## src/rtl/octrip_pkg.sv

```systemverilog
package octrip_pkg;
  typedef enum logic [1:0] {
    ST_ACTIVE = 2'd0,
    ST_FINISH = 2'd1,
    ST_EXTRA  = 2'd2,
    ST_OFF    = 2'd3
  } seq_state_t;
endpackage

```

## src/rtl/octrip_ontime.sv

```systemverilog
// Measures high-side on-time, holds the 3/4 sample point for the next period.
module octrip_ontime #(
  parameter int CNT_W = 8
) (
  input  logic             clk,
  input  logic             rst_n,
  input  logic             run,
  input  logic             clr,
  input  logic             hs_req,
  output logic             rise,
  output logic             samp_hit,
  output logic [CNT_W-1:0] half_len
);
  localparam logic [CNT_W-1:0] CNT_MAX = {CNT_W{1'b1}};

  logic [CNT_W-1:0] cnt_q, cnt_d;
  logic [CNT_W-1:0] samp_q, samp_d;
  logic [CNT_W-1:0] ton_q, ton_d;
  logic [CNT_W+1:0] triple;
  logic             fall;
  logic             cnt_en, samp_en;

  always_comb begin
    rise   = run && hs_req && (cnt_q == '0);
    fall   = run && !hs_req && (cnt_q != '0);
    triple = ({2'b00, cnt_q} << 1) + {2'b00, cnt_q};

    cnt_en = 1'b1;
    if (!run || !hs_req)      cnt_d = '0;
    else if (cnt_q == CNT_MAX) cnt_d = cnt_q;
    else                       cnt_d = cnt_q + 1'b1;

    samp_en = clr || fall;
    if (clr) begin
      samp_d = '0;
      ton_d  = '0;
    end else begin
      samp_d = triple[CNT_W+1:2];
      ton_d  = cnt_q;
    end

    samp_hit = run && hs_req && (samp_q != '0) &&
               (({1'b0, cnt_q} + {{CNT_W{1'b0}}, 1'b1}) == {1'b0, samp_q});
    half_len = ton_q >> 1;
  end

  always_ff @(posedge clk or negedge rst_n) begin
    if (!rst_n) begin
      cnt_q  <= '0;
      samp_q <= '0;
      ton_q  <= '0;
    end else begin
      if (cnt_en)  cnt_q <= cnt_d;
      if (samp_en) begin
        samp_q <= samp_d;
        ton_q  <= ton_d;
      end
    end
  end
endmodule

```

## src/rtl/octrip_seq.sv

```systemverilog
// Trip, finish, extra on-time, off wait and restart sequencing.
module octrip_seq
  import octrip_pkg::*;
#(
  parameter int CNT_W    = 8,
  parameter int SS_TICKS = 1000
) (
  input  logic             clk,
  input  logic             rst_n,
  input  logic             hs_req,
  input  logic             oc_cmp,
  input  logic             ss_done,
  input  logic             rise,
  input  logic             samp_hit,
  input  logic [CNT_W-1:0] half_len,
  output seq_state_t       st,
  output logic             ss_active,
  output logic             trip_flag,
  output logic             primed,
  output logic             restart
);
  localparam int WAIT_LEN = 4 * SS_TICKS;
  localparam int WAIT_W   = (WAIT_LEN > 2) ? $clog2(WAIT_LEN) : 1;
  localparam logic [WAIT_W-1:0] WAIT_LAST = WAIT_W'(WAIT_LEN - 1);

  seq_state_t       st_q, st_d;
  logic [CNT_W-1:0] ext_q, ext_d;
  logic [WAIT_W-1:0] wait_q, wait_d;
  logic             ssa_q, ssa_d;
  logic             trip_q, trip_d;
  logic             prm_q, prm_d;

  always_comb begin
    st_d    = st_q;
    ext_d   = ext_q;
    wait_d  = '0;
    ssa_d   = ssa_q;
    trip_d  = trip_q;
    prm_d   = prm_q;
    restart = 1'b0;
    unique case (st_q)
      ST_ACTIVE: begin
        if (hs_req) prm_d = 1'b1;
        if (samp_hit && oc_cmp) begin
          trip_d = 1'b1;
          st_d   = ST_FINISH;
        end else if (ss_done) begin
          ssa_d = 1'b0;
        end
      end
      ST_FINISH: begin
        if (rise) begin
          if (half_len <= {{(CNT_W-1){1'b0}}, 1'b1}) begin
            st_d = ST_OFF;
          end else begin
            st_d  = ST_EXTRA;
            ext_d = half_len - 1'b1;
          end
        end
      end
      ST_EXTRA: begin
        ext_d = ext_q - 1'b1;
        if (ext_q <= {{(CNT_W-1){1'b0}}, 1'b1}) st_d = ST_OFF;
      end
      ST_OFF: begin
        wait_d = wait_q + 1'b1;
        if (wait_q == WAIT_LAST) begin
          restart = 1'b1;
          st_d    = ST_ACTIVE;
          ssa_d   = 1'b1;
          trip_d  = 1'b0;
          prm_d   = 1'b0;
          wait_d  = '0;
        end
      end
      default: st_d = ST_OFF;
    endcase
  end

  always_ff @(posedge clk or negedge rst_n) begin
    if (!rst_n) begin
      st_q   <= ST_ACTIVE;
      ext_q  <= '0;
      wait_q <= '0;
      ssa_q  <= 1'b1;
      trip_q <= 1'b0;
      prm_q  <= 1'b0;
    end else begin
      st_q   <= st_d;
      ext_q  <= ext_d;
      wait_q <= wait_d;
      ssa_q  <= ssa_d;
      trip_q <= trip_d;
      prm_q  <= prm_d;
    end
  end

  assign st        = st_q;
  assign ss_active = ssa_q;
  assign trip_flag = trip_q;
  assign primed    = prm_q;
endmodule

```

## src/rtl/octrip_gate.sv

```systemverilog
// Maps sequencer state and PWM request onto the two switch enables.
module octrip_gate
  import octrip_pkg::*;
#(
  parameter int CNT_W = 8
) (
  input  seq_state_t       st,
  input  logic             hs_req,
  input  logic             rise,
  input  logic             primed,
  input  logic [CNT_W-1:0] half_len,
  output logic             hs_en,
  output logic             ls_en
);
  always_comb begin
    hs_en = 1'b0;
    ls_en = 1'b0;
    unique case (st)
      ST_ACTIVE: begin
        hs_en = hs_req;
        ls_en = !hs_req && primed;
      end
      ST_FINISH: begin
        hs_en = hs_req && (!rise || (half_len != '0));
        ls_en = !hs_req && primed;
      end
      ST_EXTRA: hs_en = 1'b1;
      default: ;
    endcase
  end
endmodule

```

## src/rtl/oc_trip_sequencer.sv

```systemverilog
module oc_trip_sequencer
  import octrip_pkg::*;
#(
  parameter int CNT_W    = 8,
  parameter int SS_TICKS = 1000
) (
  input  logic clk,
  input  logic rst_n,
  input  logic hs_req,
  input  logic oc_cmp,
  input  logic ss_done,
  output logic hs_en,
  output logic ls_en,
  output logic thr_double,
  output logic ss_restart,
  output logic trip_flag
);
  seq_state_t       st;
  logic             run, rise, samp_hit, primed, restart, ss_active;
  logic [CNT_W-1:0] half_len;

  assign run = (st == ST_ACTIVE) || (st == ST_FINISH);

  octrip_ontime #(.CNT_W(CNT_W)) u_ontime (
    .clk      (clk),
    .rst_n    (rst_n),
    .run      (run),
    .clr      (restart),
    .hs_req   (hs_req),
    .rise     (rise),
    .samp_hit (samp_hit),
    .half_len (half_len)
  );

  octrip_seq #(.CNT_W(CNT_W), .SS_TICKS(SS_TICKS)) u_seq (
    .clk       (clk),
    .rst_n     (rst_n),
    .hs_req    (hs_req),
    .oc_cmp    (oc_cmp),
    .ss_done   (ss_done),
    .rise      (rise),
    .samp_hit  (samp_hit),
    .half_len  (half_len),
    .st        (st),
    .ss_active (ss_active),
    .trip_flag (trip_flag),
    .primed    (primed),
    .restart   (restart)
  );

  octrip_gate #(.CNT_W(CNT_W)) u_gate (
    .st       (st),
    .hs_req   (hs_req),
    .rise     (rise),
    .primed   (primed),
    .half_len (half_len),
    .hs_en    (hs_en),
    .ls_en    (ls_en)
  );

  assign thr_double = ss_active;
  assign ss_restart = restart;
endmodule

```

## config.mk

```make
export PLATFORM = sky130hd
export DESIGN_NAME = oc_trip_sequencer
export DESIGN_NICKNAME = d
export VERILOG_FILES = /design/src/rtl/octrip_pkg.sv /design/src/rtl/octrip_ontime.sv /design/src/rtl/octrip_seq.sv /design/src/rtl/octrip_gate.sv /design/src/rtl/oc_trip_sequencer.sv
export SDC_FILE = /design/constraint.sdc
export NUM_CORES = 1
export LEC_CHECK = 0
export BUFFER_PORTS_ARGS = -buffer_cell sky130_fd_sc_hd__buf_2
export CAP_MARGIN = 25
export CELL_PAD_IN_SITES_DETAIL_PLACEMENT = 2
export CELL_PAD_IN_SITES_GLOBAL_PLACEMENT = 2
export CORE_MARGIN = 1.5
export CORE_UTILIZATION = 38
export DETAILED_ROUTE_END_ITERATION = 8
export GPL_TIMING_DRIVEN = 0
export PLACE_DENSITY = 0.75
export SETUP_SLACK_MARGIN = 0.5
export SYNTH_ARGS = -nofsm -noshare
export SYNTH_HDL_FRONTEND = slang
export SYNTH_HIERARCHICAL = 1
export SYNTH_SLANG_ARGS = --single-unit
```

## constraint.sdc

```tcl
create_clock -name clk -period 3.9 [get_ports clk]
set_input_delay 0.39 -clock clk [delete_from_list [all_inputs] [get_ports clk]]
set_output_delay 0.39 -clock clk [all_outputs]
set_load 0.01 [all_outputs]
```

# ---- After elaboration in Yosys (flattened, before gate mapping)
# Index checks and enable logic that the tools add are counted.
dict set report totals {
  reg_bits 49
  in_bits 5
  out_inout_bits 5
  word_cells 89
}
dict set report op_classes {
  n_addsub 6
  n_lt_le_gt_ge 2
  n_eq_ne 15
  mux 28
  n_reduce_logical 29
}
# op n
set op_table {}
lappend op_table {{$mux 8} 6}
lappend op_table {{$mux 12} 2}
lappend op_table {{$reduce_bool 8->1} 3}
lappend op_table {{$pmux 8 s2} 1}
lappend op_table {{$add 12x1->12 const B} 1}
lappend op_table {{$eq 12x12->1 const B} 1}
lappend op_table {{$add 9x8->10} 1}
lappend op_table {{$mux 1} 10}
lappend op_table {{$ne 2x2->1 const B} 5}
lappend op_table {{$add 8x1->9 const B} 1}
lappend op_table {{$eq 9x8->1} 1}
lappend op_table {{$logic_and 1x1->1} 9}
lappend op_table {{$reduce_and 3->1} 3}
lappend op_table {{$add 8x1->8 const B} 1}
lappend op_table {{$eq 8x8->1 const B} 1}
lappend op_table {{$le 8x1->1 const B} 1}
lappend op_table {{$logic_not 8->1} 1}
lappend op_table {{$mux 2} 4}
lappend op_table {{$ne 2x1->1 const B} 4}
lappend op_table {{$pmux 2 s4} 1}
lappend op_table {{$reduce_and 4->1} 2}
lappend op_table {{$sub 7x1->8 const B} 1}
lappend op_table {{$sub 8x1->8 const B} 1}
lappend op_table {{$le 7x1->1 const B} 1}
lappend op_table {{9 further kinds} 18}

# ---- Depth between registers and ports, before layout
# Gate-level depths: netlist of the first run.
dict set report depth {
  word_depth 8
  mapped_depth 12
}

# ---- By module
# Netlist of the first run, hierarchy kept.
# mod instances cells_per_inst area_each_um2
set by_module_without_submodules {}
lappend by_module_without_submodules {octrip_ontime 1 186 1695.4}
lappend by_module_without_submodules {octrip_seq 1 172 1584.0}
lappend by_module_without_submodules {octrip_gate 1 7 48.8}
lappend by_module_without_submodules {oc_trip_sequencer 1 1 3.8}

# ---- Worst setup path before layout of the first run
# OpenSTA, ideal clock, no wires.
dict set report synth_timing {
  path_type {reg2reg}
  startpoint {register u_seq.wait_q[0]}
  endpoint {register u_ontime.samp_q[5]}
  setup_time_ps 139
  t_arrival_ps 2340
  required_time_ps 3761
  path_slack_ps 1421
  stages_incl_launch_ff 8
  n_path_buf 1
  synth_period_minus_slack_ps 2479
  path_cell_list {dfrtp_1 > ha_1 > nand4_1 > or4_1 > nor2_1 > dlymetal6s2s_1 > nor3b_1 > or4_1}
}
dict set report synth_via {
  elab_chain_len 4
  word_cells_on_any_way 5
}
# item line
set synth_lines {}
lappend synth_lines {{from (decl)} octrip_seq.sv:28} ;# logic [WAIT_W-1:0] wait_q, wait_d;
lappend synth_lines {{from (signal assigned)} octrip_seq.sv:91} ;# wait_q <= wait_d;
lappend synth_lines {{$eq 12x12->1 *} octrip_seq.sv:67} ;# if (wait_q == WAIT_LAST) begin
lappend synth_lines {{$mux 1 *} octrip_seq.sv:67}
lappend synth_lines {{$mux 1 *} octrip_seq.sv:41} ;# unique case (st_q)
lappend synth_lines {{net ss_restart} oc_trip_sequencer.sv:15} ;# output logic ss_restart,
lappend synth_lines {{$mux 8 / $logic_or 1x1->1 (equally long branches)} {octrip_ontime.sv:34, octrip_ontime.sv:33}}
lappend synth_lines {{to (signal assigned)} octrip_ontime.sv:55} ;# samp_q <= samp_d;
lappend synth_lines {{to (decl)} octrip_ontime.sv:17} ;# logic [CNT_W-1:0] samp_q, samp_d;
# Mark *: on every way through the listed nets, which the timed path passes. The rest lies on a longest branch.
# A chain may end at the register's enable or synchronous reset.

# ---- Worst setup path in the final report of the first run
dict set report layout_timing {
  startpoint {register u_ontime.cnt_q[1]}
  endpoint {register u_seq.st_q[0], in the netlist u_seq/st[0]}
}
dict set report layout_via {
  elab_chain_len 6
  word_cells_on_any_way 9
}
# item line
set layout_lines {}
lappend layout_lines {{from (decl)} octrip_ontime.sv:16} ;# logic [CNT_W-1:0] cnt_q, cnt_d;
lappend layout_lines {{from (signal assigned)} octrip_ontime.sv:53} ;# if (cnt_en) cnt_q <= cnt_d;
lappend layout_lines {{$add 8x1->9} octrip_ontime.sv:43} ;# (({1'b0, cnt_q} + {{CNT_W{1'b0}}, 1'b1}) == {1'b0, samp_q});
lappend layout_lines {{$eq 9x8->1} octrip_ontime.sv:43}
lappend layout_lines {{$logic_and 1x1->1} octrip_ontime.sv:42} ;# samp_hit = run && hs_req && (samp_q != '0) &&
lappend layout_lines {{net samp_hit} oc_trip_sequencer.sv:19} ;# logic run, rise, samp_hit, primed, restart, ss_active;
lappend layout_lines {{$logic_and 1x1->1} octrip_seq.sv:44} ;# if (samp_hit && oc_cmp) begin
lappend layout_lines {{$ne 2x1->1 (no line)} n/a}
lappend layout_lines {{$reduce_and 4->1 (no line)} n/a}
lappend layout_lines {{to (signal assigned)} octrip_seq.sv:89} ;# st_q <= st_d;
lappend layout_lines {{to (decl)} octrip_seq.sv:26} ;# seq_state_t st_q, st_d;
# The timed path passes the listed nets, and every way through them passes these cells.

==> impl_metrics.toml, run 1 <==
[power]
p_switching_mw = 0.197
combPwrFrac_pct = 2.3
pwr_density_cell_nw_per_um2 = 229
intPower_mw = 0.631
swShare_pct = 23.8
ir_drop_uv = 151
seqPwrFrac_pct = 60.1
power.leakage_nw = 1.60
pwr-share-clk_pct = 37.6

[drt]
wl_met3_um = 82
vias = 2762
drt-met1-wl_mm = 4.36
drt-total-wl_mm = 9.54
wl_per_cell_um = 19.5
highest_layer = "met4"
wl_met2_mm = 5.06
drc = 0
drtAntennaViolNets = 0
drt-pass1-iter-count = 4
via_per_inst = 5.65
drt_iter0_markers = 74

[placed_design]
port-buffer-count = 9
hpwl_mm = 7.08
place_congestion = 0.761

[grt]
grt_usage_pct = 21.6
grt-ovfl-total = 0
grt_max_degree = 28
antenna_found_initial = 0
grt_pass1_vias = 3176
grt_pass1_wl_mm = 16.5

[final_layout]
final_core_util_pct = 43.4
drive_gt1_share_pct = 12.2
fin_nets = 410
fill_cells = 957
diodes = 0
syn_to_final_growth_pct = 8.60

[run]
drv_cap = 0

[floorplanning]
num_rows = 33
coreArea_um2 = 8340
die_x_um = 96.6
start_util_pct = 39.9
die-height_um = 96.6
die-area_um2 = 9340
ios = 10

[clock_tree]
clkTransAtPathRegs_ps = 100
cts_tree = "yes"
clk_latency_ps = 300
htree_levels = 2
cts_buffers = 5
hold_buffers = 0
clock-sinks = 48
cts_root_buf = "clkbuf_8"
clockBufferDepth = 2

[worst_setup_path]
crit_path_max_fanout = 9
reg2reg_slack_ps = 860
rr_worst_depth = 11
cp.arrival_ps = 3250
startpoint_type = "register"
worstSetupEndpointType = "register"
path_class = "reg2reg"
timing.rr.end = "u_seq/st[0]$_DFFE_PN0P_"
crit_required_ps = 4120
r2r_start = "u_ontime/cnt_q[1]$_DFFE_PN0P_"

[sta]
finalCritPeriodShare_pct = 77.9
final_hold_viol_count = 0
skew_ps = 4.86
tns_ps = 0
relSlewSlack_pct = 56.5
fin_crit_ps = 3040
slew_violations = 0
max_freq_mhz = 329
rsz0062_at_grt = "no"
worst_pin_slew_ps = 651
setup_viol = 0

[synthesis]
syn_inst = 366
ys_seq_area_share_pct = 36.1
yosysWarnings = 6
ys_types = 72
syn_avg_cell_area_um2 = 9.10
synth_top_flop_cell = "dfrtp_1"
synth_nets = 393
netlist_area_um2 = 3330
ys_seq_elements = 48
synth_area_leaders = "dfrtp_1 (35%), ha_1 (7.9%), xnor2_1 (5.0%)"
netlist.area_leader.share_pct = 35.3
async_flop_share_pct = 100
synth_commonest_cells = "dfrtp_1 (47), nand2_1 (42), nor2_1 (35)"
yosysMostFrequentCell = "dfrtp_1"
yosysTopAreaCell = "dfrtp_1"
synth_edf_count = 0

[outcome]
status = "finished, final reports clean"

[min_path]
hp-class = "in2async"
-- state kept, by name, summed over array words and instances, names as in the netlist --
name and cells:
u_seq/wait_q 12, u_ontime/cnt_q 8, u_ontime/samp_q 8, u_seq/ext_q 8
u_ontime/ton_q 7, u_seq/st 2, u_seq/primed 1, u_seq/ss_active 1
u_seq/trip_flag 1
-- stage by stage --
| step | instance area (µm²) | std cells | setup WS (ps) | power [mW] | hold slack, ps |
|---|---|---|---|---|---|
| 4_1_cts | 3620 | 489 | 701 | 0.848 | 84.1 |
| 3_3_place_gp | 3510 | 480 | 926 | 0.524 | 439 |
| 5_1_grt | 3620 | 489 | 601 | 0.865 | 112 |
| 3_5_place_dp | 3530 | 481 | 732 | 0.527 | 421 |
| 2_1_floorplan | 3330 | 366 | 1420 | 0.510 | 94.4 |
| 6_report | 3620 | 489 | 862 | 0.828 | 79.1 |
-- metal layers --
layer / vias up / GRT usage (%)
met3: 2 / 2.38
met1: 1422 / 27.5
met4: 0 / 3.57
met5: - / 0
li1: 1330 / -
met2: 8 / 39.6
-- timing repair --
| item | CTS | global route |
|---|---|---|
| endpoints found under the hold margin | 0 | 0 |
| resized for setup | 0 | 1 |
| setup buffers | 0 | 0 |
| setup endpoints to repair | 0 | 1 |
-- power by group through the flow --
stage | registers, mW | clock network [mW] | logic [mW]
after floorplan | 0.507 | 0 | 0.00247
after global placement | 0.507 | 0 | 0.0170
after detailed placement | 0.507 | 0 | 0.0200
after CTS | 0.497 | 0.330 | 0.0201
after global routing | 0.497 | 0.346 | 0.0222
final | 0.497 | 0.311 | 0.0190
-- cell usage in the layout (no fill, tap or decap), types with 4 or more instances in the layout --
cell | netlist | layout
dfrtp_1 | 47 | 47
nand2_1 | 42 | 42
nor2_1 | 35 | 35
a21oi_1 | 26 | 26
inv_1 | 21 | 21
ha_1 | 21 | 21
xnor2_1 | 19 | 19
xor2_1 | 13 | 13
buf_2 | 2 | 11
o21ai_0 | 11 | 11
nor3_1 | 9 | 9
nand4_1 | 9 | 9
nand3_1 | 9 | 9
clkbuf_8 | 2 | 7
or3_1 | 7 | 7
clkbuf_1 | 4 | 5
and3_1 | 4 | 4
o211ai_1 | 4 | 4
-- final cells by class --
cell class	instances	area, µm²	share of cell area (%)
inverters	21	78.8	2.18
plain buffers	14	114	3.15
well taps	105	131	3.63
clock inverters	2	16.3	0.450
flip-flops and latches	48	1200	33.2
repair buffers	10	65.1	1.80
clock buffers	6	72.6	2.01
multi-input cells	283	1940	53.6
-- worst max-delay path by stage --
stage                                       start                             end  slack [ps]
floorplan               u_seq/wait_q[0]$_DFF_PN0_  u_ontime/samp_q[5]$_DFFE_PN0P_        1420
global placement    u_ontime/cnt_q[1]$_DFFE_PN0P_         u_seq/st[0]$_DFFE_PN0P_         930
detailed placement  u_ontime/cnt_q[1]$_DFFE_PN0P_         u_seq/st[0]$_DFFE_PN0P_         730
CTS                 u_ontime/cnt_q[1]$_DFFE_PN0P_         u_seq/st[0]$_DFFE_PN0P_         700
global route        u_ontime/cnt_q[1]$_DFFE_PN0P_         u_seq/st[0]$_DFFE_PN0P_         600
finish              u_ontime/cnt_q[1]$_DFFE_PN0P_         u_seq/st[0]$_DFFE_PN0P_         860
-- critical path: stages, from the launching register on --
cell,delay [ps]
dfrtp_1,470
ha_1,240
buf_2,190
nand4_2,250
and4b_1,240
nand4_1,100
a2111oi_1,540
nand2_1,270
nand2_1,120
and4_1,270
a21oi_1,90
a41oi_1,170
-- logic make-up after synthesis --
logic type / count (synthesis) / synth area share, %
buffers and inverters: 35 / 5.78
xor gates and xnor gates: 32 / 8.41
and+or+nand+nor: 152 / 24.9
other: 1 / 0.113
muxes: 3 / 0.901
adders and majority gates: 22 / 8.49
AOI/OAI and AO/OA: 73 / 15.4
DFF: 48 / 36.1
(Power assumes the default switching activity.)
==> run 2, diff against run 1 <==
--- a/config.mk
+++ b/config.mk
@@ -5,15 +5,16 @@
 export SDC_FILE = /design/constraint.sdc
 export NUM_CORES = 1
 export LEC_CHECK = 0
+export ABC_AREA = 1
 export BUFFER_PORTS_ARGS = -buffer_cell sky130_fd_sc_hd__buf_2
 export CAP_MARGIN = 25
 export CELL_PAD_IN_SITES_DETAIL_PLACEMENT = 2
 export CELL_PAD_IN_SITES_GLOBAL_PLACEMENT = 2
 export CORE_MARGIN = 1.5
-export CORE_UTILIZATION = 38
+export CORE_UTILIZATION = 32
 export DETAILED_ROUTE_END_ITERATION = 8
 export GPL_TIMING_DRIVEN = 0
-export PLACE_DENSITY = 0.75
+export PLACE_DENSITY = 0.73
 export SETUP_SLACK_MARGIN = 0.5
 export SYNTH_ARGS = -nofsm -noshare
 export SYNTH_HDL_FRONTEND = slang
==> constraint.sdc (replaced) <==
create_clock -name clk -period 2.6 [get_ports clk]
set_input_delay 0.26 -clock clk [delete_from_list [all_inputs] [get_ports clk]]
set_output_delay 0.26 -clock clk [all_outputs]
set_load 0.01 [all_outputs]
==> impl_metrics.toml, run 2 <==
[drt]
vias = 3273
drc = 0
drt-pass1-iter-count = 4
drtAntennaViolNets = 0
drt_iter0_markers = 75
drt-total-wl_mm = 11.0
via_per_inst = 5.04
wl_per_cell_um = 16.9

[final_layout]
fin_nets = 542
syn_to_final_growth_pct = 22.3
seqCellArea_um2 = 1210
regMostFlops = "u_seq/wait_q"
final_common_cell = "nand2_1"
largest_register_ffs = 12
drive_gt1_share_pct = 20.9
multi_input_area_um2 = 1990
fill_cells = 1189
final_area_um2 = 4040
diodes = 0
final_cell_mix = "nand2_1 (128), inv_1 (55), nor2_1 (47)"

[floorplanning]
coreArea_um2 = 9910
die-area_um2 = 10900
ios = 10
die_x_um = 105
start_util_pct = 33.4
num_rows = 36
die-height_um = 105

[clock_tree]
clockBufferDepth = 2
cts_tree = "yes"
clock-sinks = 48
cts_buffers = 5
clkTransAtPathRegs_ps = 100
clk_latency_ps = 310
htree_levels = 2
cts_root_buf = "clkbuf_8"

[power]
power.leakage_nw = 1.89
p_total_mw = 3.37
ir_drop_uv = 337
pwr_density_cell_nw_per_um2 = 833

[min_path]
hp-class = "in2reg"

[synthesis]
ys_types = 35
synth_fa_ha_area_share_pct = 8.55
synth_edf_count = 0
yosysWarnings = 6
synth-simple-area-share_pct = 35.1
async_flop_share_pct = 100
synth_top_family_by_area = "simple AND/OR/NAND/NOR gates"
synth_nets = 500
synth_compound_area_share_pct = 8.93
netlist.area_leader.share_pct = 35.6
synth_mux_area_share_pct = 0.303
synth_top_flop_cell = "dfrtp_1"
syn_inst = 473
synth_xor_area_share_pct = 1.85
netlist_area_um2 = 3310
ys_seq_elements = 48
synth_area_leaders = "dfrtp_1 (36%), nand2_1 (15%), ha_1 (7.9%)"
syn_avg_cell_area_um2 = 6.99
synth_commonest_cells = "nand2_1 (135), inv_1 (66), nor2_1 (51)"
ys_seq_area_share_pct = 36.4
yosysMostFrequentCell = "nand2_1"
yosysTopAreaCell = "dfrtp_1"

[outcome]
status = "finished, final reports clean"

[worst_setup_path]
cp.arrival_ps = 1860
crit_required_ps = 2340
crit_path_max_fanout = 4
path_class = "reg2out"
startpoint_type = "register"
worstSetupEndpointType = "output port"

[sta]
setup_viol = 0
relSlewSlack_pct = 65.1
slew_violations = 0
finalCritPeriodShare_pct = 81.6
worst_pin_slew_ps = 523
rsz0062_at_grt = "yes"
skew_ps = 10.5
fin_crit_ps = 2120
max_freq_mhz = 471
worst_slack_ps = 478
final_hold_viol_count = 0
tns_ps = 0

[run]
drv_cap = 0

[grt]
grt-ovfl-total = 0
grt_usage_pct = 20.5
grt_pass1_vias = 3563
antenna_found_initial = 0
grt_max_degree = 30
grt_pass1_wl_mm = 17.9

[placed_design]
place_congestion = 0.812
placed_area_um2 = 3540
hpwl_mm = 8.06
dp_slack_ps = 124
port-buffer-count = 9
## run 2: cell count changes in the layout (fill, tap and decap cells not counted), sizes merged, moves of 10 or more
cell   previous run  this run
inv              21        67
nand2            42       138
nor2             35        56
xnor2            19         4
a21oi            26        14
buf              16        39
nand3            10        50
o21ai            13        31
xor2             13         3
## run 2: stage by stage
stage	hold slack, ps	util (%)	cells
after global routing	322	40.8	649
after detailed placement	266	35.7	616
after global placement	452	35.5	615
after floorplan	-35.6	-	473
after CTS	275	39.8	647
final	287	40.8	649
## run 2: logic make-up (layout without fill, tap and decap cells)
group	after synthesis	count (layout)
flip-flops	48	48
adder cells (fa/ha/maj)	22	22
AND/OR/NAND/NOR	265	265
AO/OA/AOI/OAI	56	56
other	1	1
multiplexers	1	1
buffers and inverters	73	116
XOR/XNOR	7	7
## run 2: metal layers
layer / up-vias / global-route usage [%] / wire [µm] / share of wire (%)
met5: - / 0 / 0 / 0
met3: 8 / 2.25 / 124 / 1.1
met4: 0 / 3.91 / 76 / 0.69
li1: 1596 / - / - / -
met1: 1655 / 24.8 / 4850 / 44
met2: 14 / 39.1 / 5930 / 54
## run 2: worst paths after layout
path / end / slack [ps] / start / cells past startpoint
setup / recovery: hs_en / 480 / u_ontime/cnt_q[2]$_DFFE_PN0P_ / 10
hold / removal: u_seq/ss_active$_DFFE_PN1P_ / 290 / ss_done / 5
setup reg to reg: u_seq/st[1]$_DFFE_PN0P_ / 480 / u_ontime/cnt_q[1]$_DFFE_PN0P_ / 16
hold reg to reg: u_seq/ss_active$_DFFE_PN1P_ / 480 / u_seq/ss_active$_DFFE_PN1P_ / 2
max in group asynchronous: u_seq/ss_active$_DFFE_PN1P_ / 1540 / rst_n / 3
min in group asynchronous: u_seq/wait_q[9]$_DFF_PN0_ / 450 / rst_n / 2
## run 2: where the power goes
part	internal (mW)	total, mW	switching [mW]
Clock	0.217	0.497	0.280
Combinational	0.690	1.79	1.10
Sequential	0.907	1.08	0.174
Total	1.81	3.37	1.55
## run 2: final cells by class
cell class	instances	share of cell area, %
clock inverters	1	0.186
plain buffers	6	1.18
well taps	133	4.12
repair buffers	35	6.65
clock buffers	7	2.14
multi-input cells	352	49.3
flip-flops and latches	48	30.0
inverters	67	6.41
## run 2: timing repair
| item | 4_1_cts | 5_1_grt |
|---|---|---|
| buffers inserted | 22 | 1 |
| gates cloned | 0 | 1 |
| pin swaps | 16 | 13 |
| endpoints found under the setup margin | 22 | 26 |
| endpoints found under the hold margin | 19 | 0 |
| resized for setup | 44 | 25 |
| hold buffers | 1 | 0 |
## run 2: critical path: stages (launching register included)
cell	delay, ps
dfrtp_2	480
inv_4	100
ha_4	130
nand4_1	160
nor2_2	170
nand3_2	80
nor2_1	90
nand2_1	80
nand3_2	60
nand3_2	70
buf_6	130
==> run 3, diff against run 2 <==
--- a/config.mk
+++ b/config.mk
@@ -5,16 +5,16 @@
 export SDC_FILE = /design/constraint.sdc
 export NUM_CORES = 1
 export LEC_CHECK = 0
-export ABC_AREA = 1
+export ABC_AREA = 0
 export BUFFER_PORTS_ARGS = -buffer_cell sky130_fd_sc_hd__buf_2
 export CAP_MARGIN = 25
 export CELL_PAD_IN_SITES_DETAIL_PLACEMENT = 2
 export CELL_PAD_IN_SITES_GLOBAL_PLACEMENT = 2
 export CORE_MARGIN = 1.5
-export CORE_UTILIZATION = 32
+export CORE_UTILIZATION = 38
 export DETAILED_ROUTE_END_ITERATION = 8
 export GPL_TIMING_DRIVEN = 0
-export PLACE_DENSITY = 0.73
+export PLACE_DENSITY = 0.75
 export SETUP_SLACK_MARGIN = 0.5
 export SYNTH_ARGS = -nofsm -noshare
 export SYNTH_HDL_FRONTEND = slang
==> constraint.sdc (replaced) <==
create_clock -name clk -period 2.1 [get_ports clk]
set_input_delay 0.21 -clock clk [delete_from_list [all_inputs] [get_ports clk]]
set_output_delay 0.21 -clock clk [all_outputs]
set_load 0.01 [all_outputs]
==> impl_metrics.toml, run 3 (synthesized netlist as in run 1, its figures left out) <==
[drt]
drtAntennaViolNets = 0
drt-total-wl_mm = 15.3
drt_iter0_markers = 134
wl_per_cell_um = 27.8
via_per_inst = 6.03
drt-pass1-iter-count = 4
vias = 3325
drc = 0

[sta]
skew_ps = 11.8
slew_violations = 0
worst_pin_slew_ps = 598
finalCritPeriodShare_pct = 122
relSlewSlack_pct = 60.1
max_freq_mhz = 389
final_hold_viol_count = 0
worst_slack_ps = -470
setup_viol = 29
rsz0062_at_grt = "yes"
fin_crit_ps = 2570

[clock_tree]
cts_tree = "yes"
htree_levels = 2
cts_root_buf = "clkbuf_8"
cts_buffers = 5
clk_latency_ps = 310
clockBufferDepth = 2
clkTransAtPathRegs_ps = 100
clock-sinks = 48

[power]
p_total_mw = 1.56
power.leakage_nw = 1.98
pwr_density_cell_nw_per_um2 = 336
ir_drop_uv = 223

[grt]
grt-ovfl-total = 0
grt_usage_pct = 26.8
grt_max_degree = 28
grt_pass1_wl_mm = 20.0
antenna_found_initial = 0
grt_pass1_vias = 3573

[floorplanning]
die-height_um = 96.6
start_util_pct = 39.9
ios = 10
die-area_um2 = 9340
die_x_um = 96.6
num_rows = 33
coreArea_um2 = 8340

[worst_setup_path]
crit_path_max_incr_delay_ps = 460
path_class = "reg2reg"
cp_slowest_cell = "dfrtp_2"
startpoint_type = "register"
cp.arrival_ps = 2730
path_cells = "ha_1 > buf_6 > nand4_1 > xnor2_1 > nand4_1 > a2111oi_4 > nand2_2 > buf_4 > a21oi_1 > o22ai_1"
crit_path_max_fanout = 9
worstSetupEndpointType = "register"
rr_worst_depth = 10
crit_path_frequent_cell = "nand4_1"
crit_required_ps = 2260

[placed_design]
port-buffer-count = 9
hpwl_mm = 7.00
dp_cells = 481
place_congestion = 0.748

[final_layout]
final_cell_mix = "buf_4 (44), nand2_1 (37), dfrtp_1 (34)"
drive_gt1_share_pct = 43.0
fill_cells = 864
diodes = 0
final_common_cell = "buf_4"
syn_to_final_growth_pct = 39.5
fin_nets = 472
regMostFlops = "u_seq/wait_q"
largest_register_ffs = 12
fin_cells = 551

[min_path]
hold_depth = 4
hp-class = "in2reg"

[outcome]
violations = "setup timing"
status = "finished, violations left"

[run]
drv_cap = 0
[run 3: critical path: cells and delay by family, from the launching register on]
family	cells	cell delay, ps
AOI/OAI and AO/OA	3	690
and+or+nand+nor	3	470
DFF	1	460
buffers and inverters	2	320
xor gates and xnor gates	1	270
adders and majority gates	1	210
[run 3: power breakdown]
group | leakage, nW | internal (mW) | switching [mW]
clock | 0.0414 | 0.238 | 0.359
combinational | 1.31 | 0.0106 | 0.0293
sequential | 0.626 | 0.924 | 0
[run 3: per-stage QoR]
stage	cell area (µm²)	setup TNS, ps	setup slack (ps)	hold WS (ps)	util, %
after floorplan	3400	-286	-136	-85.6	-
after global placement	3580	-6100	-492	445	42.9
after detailed placement	3600	-7090	-565	237	43.1
after CTS	4330	-820	-166	289	51.9
after global routing	4650	-6740	-522	352	55.7
final	4650	-4580	-470	337	55.7
[run 3: final timing paths]
path | start | end | slack (ps)
setup / recovery | u_ontime/cnt_q[5]$_DFFE_PN0P_ | u_seq/trip_flag$_DFFE_PN0P_ | -470
hold / removal | hs_req | u_seq/primed$_DFFE_PN0P_ | 340
setup reg to reg | u_ontime/cnt_q[5]$_DFFE_PN0P_ | u_seq/trip_flag$_DFFE_PN0P_ | -470
hold reg to reg | u_seq/primed$_DFFE_PN0P_ | u_seq/primed$_DFFE_PN0P_ | 580
max in group asynchronous | rst_n | u_seq/ss_active$_DFFE_PN1P_ | 1040
min in group asynchronous | rst_n | u_ontime/ton_q[7]$_DFFE_PN0P_ | 430
[run 3: metal layers]
| layer | vias up | share of wire [%] | GRT usage, % |
|---|---|---|---|
| met3 | 44 | 2.5 | 2.46 |
| met4 | 0 | 4.1 | 6.35 |
| li1 | 1459 | - | - |
| met2 | 90 | 53 | 50.1 |
| met5 | - | 0 | 0 |
| met1 | 1732 | 40 | 33.1 |
[run 3: cell type report]
cell class	instances	area (µm²)	share of cell area [%]
inverters	21	83.8	1.80
flip-flops and latches	48	1220	26.2
repair buffers	72	629	13.5
plain buffers	14	146	3.15
well taps	105	131	2.83
multi-input cells	283	2350	50.5
clock buffers	6	72.6	1.56
clock inverters	2	16.3	0.350
[run 3: timing repair]
| action | CTS | global route |
|---|---|---|
| gates cloned | 0 | 1 |
| pin swaps | 28 | 14 |
| buffers inserted | 48 | 12 |
| endpoints found under the setup margin | 43 | 46 |
| gates resized for setup | 79 | 48 |
| endpoints found under the hold margin | 21 | 0 |
| hold buffers | 1 | 0 |
